--- src/rtl/rs_pkg.sv ---
package rs_pkg;

    localparam int INT_W  = 4;
    localparam int FRAC_W = 12;
    localparam int IVL_W  = INT_W + FRAC_W;

    typedef logic [INT_W-1:0]  skip_t;
    typedef logic [FRAC_W-1:0] phase_t;

    typedef struct packed {
        skip_t  skip;   // valid inputs to pass over before the next pick
        phase_t phase;  // phase register after this pick
    } step_t;

    // Spacing decision taken at a selection: integer part (minimum one)
    // plus the carry out of the phase add.
    function automatic step_t next_step(phase_t phase, logic [IVL_W-1:0] ivl);
        skip_t          whole;
        logic [FRAC_W:0] sum;
        logic [INT_W:0]  adv;
        logic [INT_W:0]  less;
        whole = ivl[IVL_W-1:FRAC_W];
        if (whole == '0) whole = skip_t'(1);
        sum  = {1'b0, phase} + {1'b0, ivl[FRAC_W-1:0]};
        adv  = {1'b0, whole} + {{INT_W{1'b0}}, sum[FRAC_W]};
        less = adv - (INT_W+1)'(1);
        next_step.skip  = less[INT_W-1:0];
        next_step.phase = sum[FRAC_W-1:0];
    endfunction

endpackage

--- src/rtl/rs_timing.sv ---
module rs_timing
    import rs_pkg::*;
(
    input  logic             clk,
    input  logic             rst,
    input  logic             in_valid,
    input  logic [IVL_W-1:0] interval,
    output logic             pick,
    output phase_t           pick_phase
);

    skip_t  remain;
    phase_t phase;
    step_t  nxt;

    always_comb begin
        nxt        = next_step(phase, interval);
        pick       = in_valid && (remain == '0);
        pick_phase = phase;
    end

    always_ff @(posedge clk) begin
        if (rst) begin
            remain <= '0;
            phase  <= '0;
        end else if (in_valid) begin
            if (remain == '0) begin
                remain <= nxt.skip;
                phase  <= nxt.phase;
            end else begin
                remain <= remain - skip_t'(1);
            end
        end
    end

endmodule

--- src/rtl/rs_stacker.sv ---
module rs_stacker #(
    parameter int DATA_W = 12,
    parameter int SLOTS  = 4
) (
    input  logic                    clk,
    input  logic                    rst,
    input  logic                    push,
    input  logic [DATA_W-1:0]       din,
    output logic                    sym_valid,
    output logic [SLOTS*DATA_W-1:0] sym_vec
);

    localparam int SLOT_W = (SLOTS > 1) ? $clog2(SLOTS) : 1;
    localparam logic [SLOT_W-1:0] LAST = SLOT_W'(SLOTS - 1);

    logic [SLOT_W-1:0] slot;

    always_ff @(posedge clk) begin
        if (rst) begin
            slot      <= '0;
            sym_valid <= 1'b0;
        end else begin
            sym_valid <= push && (slot == LAST);
            if (push) slot <= (slot == LAST) ? '0 : slot + SLOT_W'(1);
        end
    end

    for (genvar i = 0; i < SLOTS; i++) begin : g_lane
        logic [DATA_W-1:0] lane;
        always_ff @(posedge clk) begin
            if (rst)                              lane <= '0;
            else if (push && slot == SLOT_W'(i))  lane <= din;
        end
        assign sym_vec[i*DATA_W +: DATA_W] = lane;
    end

endmodule

--- src/rtl/symbol_sample_selector.sv ---
module symbol_sample_selector
    import rs_pkg::*;
#(
    parameter int DATA_W = 12,
    parameter int SLOTS  = 4
) (
    input  logic                    clk,
    input  logic                    rst,
    input  logic                    in_valid,
    input  logic [DATA_W-1:0]       in_data,
    input  logic [IVL_W-1:0]        interval,
    output logic                    sel_valid,
    output logic [DATA_W-1:0]       sel_data,
    output logic [FRAC_W-1:0]       sel_frac,
    output logic                    sym_valid,
    output logic [SLOTS*DATA_W-1:0] sym_vec
);

    logic   pick;
    phase_t pick_phase;

    rs_timing u_timing (
        .clk        (clk),
        .rst        (rst),
        .in_valid   (in_valid),
        .interval   (interval),
        .pick       (pick),
        .pick_phase (pick_phase)
    );

    always_ff @(posedge clk) begin
        if (rst) begin
            sel_valid <= 1'b0;
            sel_data  <= '0;
            sel_frac  <= '0;
        end else begin
            sel_valid <= pick;
            if (pick) begin
                sel_data <= in_data;
                sel_frac <= pick_phase;
            end
        end
    end

    rs_stacker #(.DATA_W(DATA_W), .SLOTS(SLOTS)) u_stack (
        .clk       (clk),
        .rst       (rst),
        .push      (pick),
        .din       (in_data),
        .sym_valid (sym_valid),
        .sym_vec   (sym_vec)
    );

endmodule

--- config.mk ---
export PLATFORM = sky130hd
export DESIGN_NAME = symbol_sample_selector
export DESIGN_NICKNAME = d
export VERILOG_FILES = /design/src/rtl/rs_pkg.sv /design/src/rtl/rs_timing.sv /design/src/rtl/rs_stacker.sv /design/src/rtl/symbol_sample_selector.sv
export SDC_FILE = /design/constraint.sdc
export NUM_CORES = 1
export LEC_CHECK = 0
export BUFFER_PORTS_ARGS = -buffer_cell sky130_fd_sc_hd__clkbuf_2
export CAP_MARGIN = 0
export CORE_ASPECT_RATIO = 1.1
export CORE_MARGIN = 3
export CORE_UTILIZATION = 45
export CTS_CLUSTER_DIAMETER = 150
export DETAILED_ROUTE_END_ITERATION = 7
export HOLD_SLACK_MARGIN = 0.1
export PLACE_DENSITY = 0.7
export SLEW_MARGIN = 5
export SYNTH_ARGS = -nofsm -noshare
export SYNTH_HDL_FRONTEND = slang
export SYNTH_SLANG_ARGS = --single-unit
--- constraint.sdc ---
create_clock -name clk -period 3.8 [get_ports clk]
set_input_delay 0.38 -clock clk [delete_from_list [all_inputs] [get_ports clk]]
set_output_delay 0.38 -clock clk [all_outputs]
set_load 0.01 [all_outputs]
==> results.cfg <==
[sta]
maxSlewHeadroom_pct = 62.7
hold_viol = 0
rsz0062_at_grt = no
period_share_pct = 73.0
clock_skew_ps = 15.9
setup_viol = 0
setup_tns_ps = 0
post-route-min-period_ps = 2780
slew_viol_final = 0
worstMarginPinSlew_ps = 545
max_freq_mhz = 360

[yosys]
synth_cells = 489
synth.cell_area_um2 = 3900
ys_seq_area_share_pct = 47.2
yosys_warnings = 0
synth_area_per_cell_um2 = 7.98
synth_nets = 540
synth_seq_cells = 92
synth.lib_cells_used.distinct = 40

[clocking]
clock_sinks = 92
postCtsResizedCells = 0
holdBufCountCts = 0
htree_num_levels = 3
insertion_delay_ps = 360
tritoncts = built
cts_inserted_buffers = 9
clockBufferDepth = 2
clk_pin_slew_ps = 90
postCtsSetupBuffers = 0
root_buffer = clkbuf_8

[final_layout]
area_delta_synth_final_pct = 19.1
fin_nets = 633
diodes = 0
nFillCells = 840
drive_above_1_share_pct = 21.5

[route]
dr.pass1.iters = 4
viasPerCell = 5.15
wl_mm = 9.75
first_iter_violations = 141
ant_nets = 0
vias = 3595
wl_per_cell_um = 14.0
drc = 0

[critical_path]
arrival_ps = 3070
rrSetupSlack_ps = 1020
path_max_fanout = 3
cp_slowest_cell = fa_1
crit_path_max_incr_delay_ps = 410
r2r-start = u_timing.pick_phase[0]$_SDFFE_PP0P_
worst_r2r_path_depth = 12
end_kind = flip-flop
required_ps = 4090
path_cells = ha_1 -> fa_1 -> a21oi_1 -> o22ai_1 -> o22a_1 -> a41o_1 -> a21oi_1 -> ha_1 -> ha_1 -> mux2i_1 -> mux2i_1 -> nor2_1
cpMostUsedCell = ha_1
path_class = reg -> reg
r2r-end = u_timing.remain[1]$_SDFFE_PP0P_
start_kind = flip-flop

[hold_path]
hold_path_depth = 3
hold_path_class = in -> reg
hold-path-endpoint = u_stack.g_lane[1].lane[11]$_SDFFE_PP0P_
min_from = in_data[11]

[die]
die-area_um2 = 9830
coreArea_um2 = 8410
die_w_um = 94.8
ios = 105
die_y_um = 104
num_rows = 35
initial_core_util_pct = 46.4

[global_route]
grt_usage_pct = 20.3
grt_max_degree = 44
grt_pass1_wl_mm = 15.9
grt.overflow.total = 0
grt_pass1_vias = 3304
antenna_found_initial = 0

[job]
cap_violations = 0

[place]
portBuffers = 104
place.gp.congestion = 0.843
hpwl_mm = 7.01

[pwr]
power.total_mw = 2.49
ir_worst_vdd_mv = 0.350
p_leak_nw = 1.96
pwr_density_cell_nw_per_um2 = 535

[run_status]
status = finished, final reports clean
## sequential cells by signal (all words and copies together), names as in the netlist
register and count:
u_timing.pick_phase 12, sel_frac 12, u_stack.g_lane.lane 48, sel_data 12, u_timing.remain 4, u_stack.sym_valid 1
sel_valid 1, u_stack.slot 2
## cell usage in the layout (no fill, tap or decap), drive strengths merged, types with 2 or more instances in the layout
cell,netlist,final
a211oi,6,6
a21oi,91,91
clkbuf,14,112
xor2,4,4
o21bai,2,2
clkinvlp,0,4
a2111oi,2,2
or3,2,2
o31ai,3,3
inv,11,14
mux2i,5,5
ha,19,19
nor2,16,16
xnor2,3,3
nand2,165,165
nor3b,2,2
nand3,3,3
and2,6,6
nor3,7,7
o21ai,6,6
nand4,2,2
dfxtp,92,92
buf,13,6
## synth_stat cells, drive strengths merged
master | number | area [um2]
nand2 | 165 | 619
dfxtp | 92 | 1840
a21oi | 91 | 455
ha | 19 | 238
nor2 | 16 | 60.1
clkbuf | 14 | 52.6
buf | 13 | 81.3
inv | 11 | 41.3
nor3 | 7 | 46.3
a211oi | 6 | 45.0
and2 | 6 | 37.5
o21ai | 6 | 30.0
mux2i | 5 | 50.1
xor2 | 4 | 35.0
nand3 | 3 | 15.0
o31ai | 3 | 22.5
xnor2 | 3 | 26.3
a2111oi | 2 | 17.5
nand4 | 2 | 12.5
nor3b | 2 | 15.0
o21bai | 2 | 15.0
or3 | 2 | 12.5
a211o | 1 | 8.76
a21o | 1 | 7.51
a22oi | 1 | 7.51
a311o | 1 | 10.0
a41o | 1 | 10.0
and3 | 1 | 6.26
fa | 1 | 20.0
nand3b | 1 | 7.51
nand4bb | 1 | 11.3
nor4b | 1 | 8.76
o211ai | 1 | 7.51
o21a | 1 | 7.51
o22a | 1 | 8.76
o22ai | 1 | 6.26
or2 | 1 | 6.26
## worst max-delay path, delay by kind of cell (launching register included)
family,cells,cell delay [ps]
muxes,2,230
AOI/OAI and AO/OA,5,1030
adders and majority gates,4,1040
and+or+nand+nor,1,70
DFF,1,330
## where the power goes
part	internal [mW]	switching, mW
Sequential	1.08	0.0819
Combinational	0.276	0.442
Clock	0.247	0.365
## worst max path at each step
stage | from | end | slack [ps]
2_1_floorplan | interval[0] | u_timing.remain[1]$_SDFFE_PP0P_ | 1200
3_3_place_gp | interval[0] | u_timing.remain[1]$_SDFFE_PP0P_ | 930
3_5_place_dp | interval[0] | u_timing.remain[1]$_SDFFE_PP0P_ | 890
4_1_cts | u_timing.pick_phase[0]$_SDFFE_PP0P_ | u_timing.remain[1]$_SDFFE_PP0P_ | 1030
5_1_grt | u_timing.pick_phase[0]$_SDFFE_PP0P_ | u_timing.remain[2]$_SDFFE_PP0P_ | 840
6_report | u_timing.pick_phase[0]$_SDFFE_PP0P_ | u_timing.remain[1]$_SDFFE_PP0P_ | 1020
## per-layer routing
| metal | share of wire [%] | GRT usage, % |
|---|---|---|
| met2 | 49 | 32.7 |
| met4 | 1.2 | 8.14 |
| met3 | 5.9 | 3.41 |
| met5 | 0 | 0 |
| met1 | 44 | 26.7 |
## layout make-up
class                           count  area, um2  share of cell area, %
Multi-Input combinational cell    359       1890                   40.6
Sequential cell                    92       1840                   39.6
Timing Repair Buffer              109        558                   12.0
Tap cell                          111        139                   2.99
Clock buffer                        9        124                   2.66
Clock inverter                      7       58.8                   1.26
Inverter                           11       41.3                  0.888
## logic make-up (layout without fill, tap and decap cells)
| kind of cell | count (synthesis) | in the layout | share of synthesized area, % |
|---|---|---|---|
| DFF | 92 | 92 | 47.2 |
| buffers and inverters | 38 | 136 | 4.49 |
| adders and majority gates | 20 | 20 | 6.60 |
| and+or+nand+nor | 208 | 208 | 22.0 |
| muxes | 5 | 5 | 1.28 |
| AOI/OAI and AO/OA | 119 | 119 | 16.9 |
| xor gates and xnor gates | 7 | 7 | 1.57 |
## stage by stage
step                      setup WS, ps  std cells  hold WS [ps]  utilization [%]  instance area, um2
after floorplan                   1200        489           444                -                3900
after global placement             930        682           441             53.1                4470
after detailed placement           886        682           446             53.1                4470
after CTS                         1030        698           306             55.3                4650
after global routing               845        698           313             55.3                4650
final                             1020        698           322             55.3                4650
Power figures use the tool's default switching activity.
